`config.mk`:
```
export PLATFORM = sky130hd
export DESIGN_NAME = qmouse_ctrl
export DESIGN_NICKNAME = d
export VERILOG_FILES = /design/src/rtl/qmouse_pkg.sv /design/src/rtl/qmouse_quad_dec.sv /design/src/rtl/qmouse_satcnt.sv /design/src/rtl/qmouse_rate_timer.sv /design/src/rtl/qmouse_ctrl.sv
export SDC_FILE = /design/constraint.sdc
export NUM_CORES = 1
export LEC_CHECK = 0
export ABC_AREA = 1
export BUFFER_PORTS_ARGS = -buffer_cell sky130_fd_sc_hd__buf_2
export CORE_MARGIN = 3
export CORE_UTILIZATION = 30
export CTS_CLUSTER_SIZE = 16
export DETAILED_ROUTE_END_ITERATION = 8
export RECOVER_POWER = 100
export SLEW_MARGIN = 20
export SYNTH_ARGS = -nofsm -noshare
export SYNTH_HDL_FRONTEND = slang
export SYNTH_SLANG_ARGS = --single-unit
```
`constraint.sdc`:
```
create_clock -name clk -period 6 [get_ports clk]
set_input_delay 1.2 -clock clk [delete_from_list [all_inputs] [get_ports clk]]
set_output_delay 1.2 -clock clk [all_outputs]
set_load 0.05 [all_outputs]
```
`src/rtl/qmouse_pkg.sv`:
```
package qmouse_pkg;
  localparam logic [1:0] PORT_INDEX = 2'd0;
  localparam logic [1:0] PORT_DATA  = 2'd1;
  localparam logic [1:0] PORT_SIG   = 2'd2;

  localparam logic [2:0] SEL_STATUS = 3'd0;
  localparam logic [2:0] SEL_XCNT   = 3'd1;
  localparam logic [2:0] SEL_YCNT   = 3'd2;
  localparam logic [2:0] SEL_MODE   = 3'd7;

  localparam logic [7:0] SIG_EVEN = 8'hDE;
  localparam logic [7:0] SIG_ODD  = 8'h11;

  localparam logic [2:0] RATE_30     = 3'd1;
  localparam logic [2:0] RATE_50     = 3'd2;
  localparam logic [2:0] RATE_100    = 3'd3;
  localparam logic [2:0] RATE_200    = 3'd4;
  localparam logic [2:0] RATE_ALWAYS = 3'd6;

  typedef struct packed {
    logic [1:0] kind;
    logic       hold;
    logic       tmr_en;
    logic       dat_en;
    logic [2:0] rate;
  } mode_t;

  typedef struct packed {
    logic       pkt;
    logic       moved;
    logic [2:0] chg;
    logic [2:0] down;
  } status_t;
endpackage

```
`src/rtl/qmouse_quad_dec.sv`:
```
module qmouse_quad_dec (
  input  logic clk,
  input  logic rst_n,
  input  logic clr,
  input  logic en,
  input  logic a,
  input  logic b,
  output logic up,
  output logic dn
);
  logic [1:0] prev_q, prev_d;
  logic       primed_q, primed_d;
  logic       fwd, rev;

  always_comb begin
    fwd = 1'b0;
    rev = 1'b0;
    case ({prev_q, a, b})
      4'b0010, 4'b1011, 4'b1101, 4'b0100: fwd = 1'b1;
      4'b1000, 4'b1110, 4'b0111, 4'b0001: rev = 1'b1;
      default: ;
    endcase
    up       = fwd & primed_q & en;
    dn       = rev & primed_q & en;
    prev_d   = {a, b};
    primed_d = ~clr;
  end

  always_ff @(posedge clk or negedge rst_n) begin
    if (!rst_n) begin
      prev_q   <= 2'b00;
      primed_q <= 1'b0;
    end else begin
      prev_q   <= prev_d;
      primed_q <= primed_d;
    end
  end
endmodule

```
`src/rtl/qmouse_satcnt.sv`:
```
module qmouse_satcnt #(
  parameter int W = 8
) (
  input  logic                clk,
  input  logic                rst_n,
  input  logic                clr,
  input  logic                take,
  input  logic                up,
  input  logic                dn,
  output logic signed [W-1:0] cnt
);
  localparam logic signed [W-1:0] MAXV = {1'b0, {(W-1){1'b1}}};
  localparam logic signed [W-1:0] MINV = {1'b1, {(W-1){1'b0}}};

  logic signed [W-1:0] cnt_q, cnt_d, base;

  always_comb begin
    base  = take ? '0 : cnt_q;
    cnt_d = base;
    if (up && !dn)
      cnt_d = (base == MAXV) ? MAXV : base + W'(1);
    else if (dn && !up)
      cnt_d = (base == MINV) ? MINV : base - W'(1);
    if (clr)
      cnt_d = '0;
  end

  always_ff @(posedge clk or negedge rst_n) begin
    if (!rst_n) cnt_q <= '0;
    else        cnt_q <= cnt_d;
  end

  assign cnt = cnt_q;
endmodule

```
`src/rtl/qmouse_rate_timer.sv`:
```
module qmouse_rate_timer #(
  parameter int CLK_HZ = 100_000_000
) (
  input  logic       clk,
  input  logic       rst_n,
  input  logic       restart,
  input  logic [2:0] rate,
  output logic       tick
);
  import qmouse_pkg::*;

  localparam int P30  = CLK_HZ / 30;
  localparam int P50  = CLK_HZ / 50;
  localparam int P100 = CLK_HZ / 100;
  localparam int P200 = CLK_HZ / 200;
  localparam int CW   = $clog2(P30 + 1);

  logic [CW-1:0] cnt_q, cnt_d, period;
  logic          has_period, at_end, cnt_en;

  always_comb begin
    case (rate)
      RATE_30:  period = CW'(P30);
      RATE_50:  period = CW'(P50);
      RATE_100: period = CW'(P100);
      RATE_200: period = CW'(P200);
      default:  period = '0;
    endcase
    has_period = (period != '0);
    at_end     = has_period && (cnt_q == period - CW'(1));
    tick       = (rate == RATE_ALWAYS) | at_end;
    cnt_en     = restart | has_period;
    if (restart || !has_period || at_end) cnt_d = '0;
    else                                  cnt_d = cnt_q + CW'(1);
  end

  always_ff @(posedge clk or negedge rst_n) begin
    if (!rst_n)      cnt_q <= '0;
    else if (cnt_en) cnt_q <= cnt_d;
  end
endmodule

```
`src/rtl/qmouse_ctrl.sv`:
```
module qmouse_ctrl #(
  parameter int CLK_HZ = 100_000_000,
  parameter int CNT_W  = 8
) (
  input  logic       clk,
  input  logic       rst_n,
  input  logic       qx_a,
  input  logic       qx_b,
  input  logic       qy_a,
  input  logic       qy_b,
  input  logic [2:0] btn,
  input  logic [1:0] bus_addr,
  input  logic       bus_wr,
  input  logic       bus_rd,
  input  logic [7:0] bus_wdata,
  output logic [7:0] bus_rdata,
  output logic       irq
);
  import qmouse_pkg::*;

  localparam int DATA_W = 8;
  localparam int AXES   = 2;

  logic [AXES-1:0] qa, qb, step_up, step_dn;
  logic signed [CNT_W-1:0] live_cnt [AXES];

  logic [2:0] idx_q, idx_d;
  mode_t      mode_q, mode_d;
  logic       hold_prev_q, hold_prev_d;
  logic [2:0] btn_prev_q, btn_prev_d;
  logic       btn_primed_q, btn_primed_d;
  logic [2:0] chg_q, chg_d;
  logic       moved_q, moved_d;
  status_t    snap_st_q, snap_st_d;
  logic signed [CNT_W-1:0] snap_x_q, snap_x_d, snap_y_q, snap_y_d;
  logic       irq_q, irq_d;
  logic       sig_phase_q, sig_phase_d;

  logic srst, idx_wr, mode_wr, sig_rd;
  logic hold_now, hold_rise, activity, quad_en, tick, snap_en;
  logic [2:0] btn_chg;

  assign qa = {qy_a, qx_a};
  assign qb = {qy_b, qx_b};

  // Strobes
  assign srst     = bus_wr && (bus_addr == PORT_INDEX) && bus_wdata[7];
  assign idx_wr   = bus_wr && (bus_addr == PORT_INDEX);
  assign mode_wr  = bus_wr && (bus_addr == PORT_DATA) && (idx_q == SEL_MODE);
  assign sig_rd   = bus_rd && (bus_addr == PORT_SIG);
  assign hold_now = mode_q.hold;
  assign hold_rise = hold_now & ~hold_prev_q;
  assign quad_en  = (mode_q.kind == 2'b00);
  assign activity = (|chg_q) | moved_q;
  assign snap_en  = hold_rise | srst;

  // Per-axis decoder and live counter
  for (genvar g = 0; g < AXES; g++) begin : g_axis
    qmouse_quad_dec u_dec (
      .clk(clk), .rst_n(rst_n), .clr(srst), .en(quad_en),
      .a(qa[g]), .b(qb[g]), .up(step_up[g]), .dn(step_dn[g])
    );
    qmouse_satcnt #(.W(CNT_W)) u_cnt (
      .clk(clk), .rst_n(rst_n), .clr(srst), .take(hold_rise),
      .up(step_up[g]), .dn(step_dn[g]), .cnt(live_cnt[g])
    );
  end

  qmouse_rate_timer #(.CLK_HZ(CLK_HZ)) u_timer (
    .clk(clk), .rst_n(rst_n), .restart(srst | mode_wr),
    .rate(mode_q.rate), .tick(tick)
  );

  // Next state
  always_comb begin
    btn_chg      = btn_primed_q ? (btn ^ btn_prev_q) : 3'b000;
    btn_prev_d   = btn;
    btn_primed_d = ~srst;

    idx_d = idx_q;
    if (srst)        idx_d = '0;
    else if (idx_wr) idx_d = bus_wdata[2:0];

    mode_d = mode_q;
    if (srst)         mode_d = '0;
    else if (mode_wr) mode_d = mode_t'(bus_wdata);

    hold_prev_d = srst ? 1'b0 : hold_now;

    chg_d   = srst ? 3'b000 : ((hold_rise ? 3'b000 : chg_q) | btn_chg);
    moved_d = srst ? 1'b0 : ((hold_rise ? 1'b0 : moved_q) | (|step_up) | (|step_dn));

    snap_st_d       = snap_st_q;
    snap_st_d.pkt   = srst ? 1'b0 : activity;
    snap_st_d.moved = srst ? 1'b0 : moved_q;
    snap_st_d.chg   = srst ? 3'b000 : chg_q;
    snap_st_d.down  = srst ? 3'b000 : btn;
    snap_x_d        = srst ? '0 : live_cnt[0];
    snap_y_d        = srst ? '0 : live_cnt[1];

    if (srst || hold_rise) irq_d = 1'b0;
    else irq_d = irq_q | (activity & (mode_q.dat_en | (mode_q.tmr_en & tick)));

    if (srst)        sig_phase_d = 1'b0;
    else if (sig_rd) sig_phase_d = ~sig_phase_q;
    else             sig_phase_d = sig_phase_q;
  end

  // Registers
  always_ff @(posedge clk or negedge rst_n) begin
    if (!rst_n) begin
      idx_q        <= '0;
      mode_q       <= '0;
      hold_prev_q  <= 1'b0;
      btn_prev_q   <= '0;
      btn_primed_q <= 1'b0;
      chg_q        <= '0;
      moved_q      <= 1'b0;
      irq_q        <= 1'b0;
      sig_phase_q  <= 1'b0;
    end else begin
      idx_q        <= idx_d;
      mode_q       <= mode_d;
      hold_prev_q  <= hold_prev_d;
      btn_prev_q   <= btn_prev_d;
      btn_primed_q <= btn_primed_d;
      chg_q        <= chg_d;
      moved_q      <= moved_d;
      irq_q        <= irq_d;
      sig_phase_q  <= sig_phase_d;
    end
  end

  always_ff @(posedge clk or negedge rst_n) begin
    if (!rst_n) begin
      snap_st_q <= '0;
      snap_x_q  <= '0;
      snap_y_q  <= '0;
    end else if (snap_en) begin
      snap_st_q <= snap_st_d;
      snap_x_q  <= snap_x_d;
      snap_y_q  <= snap_y_d;
    end
  end

  // Read mux
  always_comb begin
    bus_rdata = '0;
    case (bus_addr)
      PORT_INDEX: bus_rdata = {5'b00000, idx_q};
      PORT_DATA: begin
        if (idx_q == SEL_MODE) bus_rdata = mode_q;
        else if (hold_now) begin
          case (idx_q)
            SEL_STATUS: bus_rdata = snap_st_q;
            SEL_XCNT:   bus_rdata = DATA_W'(snap_x_q);
            SEL_YCNT:   bus_rdata = DATA_W'(snap_y_q);
            default:    bus_rdata = '0;
          endcase
        end
      end
      PORT_SIG: bus_rdata = sig_phase_q ? SIG_ODD : SIG_EVEN;
      default:  bus_rdata = '0;
    endcase
  end

  assign irq = irq_q;
endmodule

```
==> impl_metrics.json <==
{
  "status": "complete, but fails checks",
  "violations": "max-capacitance violations, max-slew violations",
  "endpoint_kind": "register",
  "diodes": 0,
  "rsz0062_at_grt": "false",
  "clk_latency_ns": 0.35,
  "grt_start_max_net_pins": 48,
  "synth_top_cell_area_share": 0.385,
  "min_path_cells": 2,
  "dpl.hpwl_um": 10900,
  "worst_slew_pin_slew_ns": 2.24,
  "cts_made_buffers": 9,
  "drt_iter0_markers": 418,
  "synth.most_common_cell": "nand2_1",
  "worstHoldEndpoint": "snap_y_q[5]",
  "synthCells": 770,
  "async_flop_share": 1.00,
  "crit_path_max_fanout": 17,
  "detail-route-antenna-nets": 0,
  "reg2regPathDepth": 16,
  "final_cells": 1032,
  "hold_violations": 0,
  "start_util": 0.312,
  "drt-total-wl_um": 14600,
  "worst_ir_drop_vdd_v": 0.000154,
  "gp_congestion": 0.883,
  "hp-class": "register to register",
  "clockRootBuffer": "clkbuf_16",
  "antenna_found_initial": 0,
  "pwr-share-clk": 0.241,
  "skew_ns": 0.00909,
  "rrSetupSlack_ns": 3.21,
  "grt_pass1_wl_um": 24800,
  "p_per_area_mw_per_mm2": 354,
  "synth_warnings": 0,
  "fp.dieH_um": 144,
  "crit_arrival_ns": 4.77,
  "cts_tree": "yes",
  "cts_setup_buffers": 0,
  "syn2layout_area_growth_pct": 9.42,
  "relSlewSlack": -0.493,
  "setup_viol": 0,
  "synth_edf_count": 0,
  "syn_area_mm2": 0.00572,
  "synth_common_cells": "nand2_1 (136), inv_1 (122), nor2_1 (94), dfrtp_1 (88), nand3_1 (45)",
  "pwr-share-seq": 0.390,
  "drv_cap": 3,
  "port_buffers": 29,
  "path_class": "input pin to register",
  "synth_top_cell_by_area": "dfrtp_1",
  "dp.cells": 1016,
  "syn_avg_cell_area_um2": 7.43,
  "p_sw_frac": 0.402,
  "core_mm2": 0.0183,
  "ys_types": 44,
  "wl_per_cell_um": 14.1,
  "synth_area_leaders": "dfrtp_1 (38%), nand2_1 (8.9%), inv_1 (8.0%)",
  "num_rows": 49,
  "synth.yosys.seq_area_share": 0.385,
  "vias": 4998,
  "die_w_um": 144,
  "post-route-util": 0.342,
  "cts_resized": 0,
  "internal_power_uw": 1320,
  "start_kind": "input pin",
  "dieArea_mm2": 0.0208,
  "r2r_start": "mode_q[1]",
  "cts_hold_buf": 0,
  "io_pins": 30,
  "synthFlopType": "dfrtp_1",
  "combPwrFrac": 0.369,
  "ctsLongestPathBuffers": 2,
  "viasPerCell": 4.84,
  "clkTransAtPathRegs_ns": 0.07,
  "stdcell_area_mm2": 0.00626,
  "drive_above_1_share": 0.0971,
  "synth-seq-cells": 88,
  "hold_start": "g_axis[1].u_cnt.cnt[5]",
  "grt-ovfl-total": 0,
  "fin_crit_ns": 4.54,
  "cts_max_level": 3,
  "leakage_uw": 0.00300,
  "drc": 0,
  "synth_nets": 798,
  "first_global_vias": 4879,
  "p_switching_uw": 891,
  "dpl_cell_area_mm2": 0.00610,
  "final_max_slew_viol_count": 94,
  "rr_endpoint": "u_timer.cnt_q[19]",
  "track_usage": 0.147,
  "tns_ns": 0,
  "period_share": 0.757,
  "finalNetCount": 826,
  "first_pass_iters": 5,
  "max_freq_mhz": 220,
  "required_ns": 6.23,
  "cts.sinks": 88
}
[kinds of logic after synthesis]
group                      after synthesis  synth area share
AOI/OAI and AO/OA                      120             0.120
xor gates and xnor gates                35            0.0536
buffers and inverters                  154             0.106
adders and majority gates                7            0.0153
DFF                                     88             0.385
and+or+nand+nor                        366             0.319
[cell usage in the layout, fill, tap and decap left out, drive strengths merged, types with 5 or more instances in the layout]
cell	count
buf	13
o21ai	38
nor3	29
nand4	17
ha	7
nand2	150
xor2	31
clkbuf	29
o22ai	9
nor4	5
a31oi	19
inv	138
dfrtp	88
nor2	105
nand3	52
a21oi	38
a211oi	6
[per-layer routing]
layer / GRT usage / wire length (um) / vias to the layer above / part of all wire
met5: 0 / 0 / - / 0
met4: 0.0377 / 190 / 0 / 0.013
met3: 0.0268 / 589 / 20 / 0.040
met2: 0.238 / 6790 / 115 / 0.47
met1: 0.204 / 6980 / 2316 / 0.48
li1: - / - / 2547 / -
[power by group through the flow]
| stage | clock (uW) | combinational (uW) | sequential (uW) |
|---|---|---|---|
| 4_1_cts | 552 | 830 | 865 |
| 3_5_place_dp | 0 | 827 | 876 |
| 3_3_place_gp | 0 | 817 | 872 |
| 2_1_floorplan | 0 | 643 | 852 |
| 5_1_grt | 580 | 941 | 885 |
| 6_report | 535 | 817 | 864 |
[layout make-up]
class	count	area, um2
timing repair buffer	33	146
clock inverter	7	55.1
tap	229	287
fill	1975	12100
inverter	138	526
sequential	88	2200
multi-input combinational	528	2820
clock buffer	9	225
[sequential cells by signal, indices dropped and copies added (netlist names)]
register / count
chg_q: 3
snap_y_q: 8
idx_q: 3
snap_st_q: 8
u_timer.cnt_q: 22
hold_now: 1
hold_prev_q: 1
btn_prev_q: 3
g_axis.u_cnt.cnt: 16
snap_x_q: 8
g_axis.u_dec.primed_q: 1
irq: 1
sig_phase_q: 1
g_axis.u_dec.prev_q: 4
moved_q: 1
mode_q: 7
[how the worst max path moves through the flow]
stage	startpoint	end	slack, ns	depth (start not counted)
final	bus_addr[0]	u_timer.cnt_q[19]	1.46	15
after global routing	bus_addr[0]	u_timer.cnt_q[19]	1.12	14
after CTS	idx_q[1]	bus_rdata[1]	2.45	8
after detailed placement	bus_addr[1]	bus_rdata[3]	2.66	7
after global placement	bus_addr[1]	bus_rdata[3]	2.64	7
after floorplan	bus_addr[1]	bus_rdata[3]	2.25	5
[per-stage QoR]
stage	worst slack (ns)	total power [uW]	hold WS, ns
final	1.46	2220	0.487
after global routing	1.12	2400	0.524
after CTS	2.45	2250	0.490
after detailed placement	2.66	1700	0.474
after global placement	2.64	1690	0.464
after floorplan	2.25	1500	0.454
[worst max-delay path, stage by stage]
cell and delay, ns:
clkbuf_1 0.11, nor2_1 0.30, nand2_1 0.15, nor2_1 1.28, nor2_8 0.07, nand2_1 0.30, clkinvlp_2 0.19, nor2_1 0.23
nand3_1 0.31, nor2_8 0.24, nand2_4 0.07, clkinvlp_2 0.14, nand2_1 0.07, nand2_1 0.06, a21oi_1 0.06
Power figures use the tool's default switching activity.
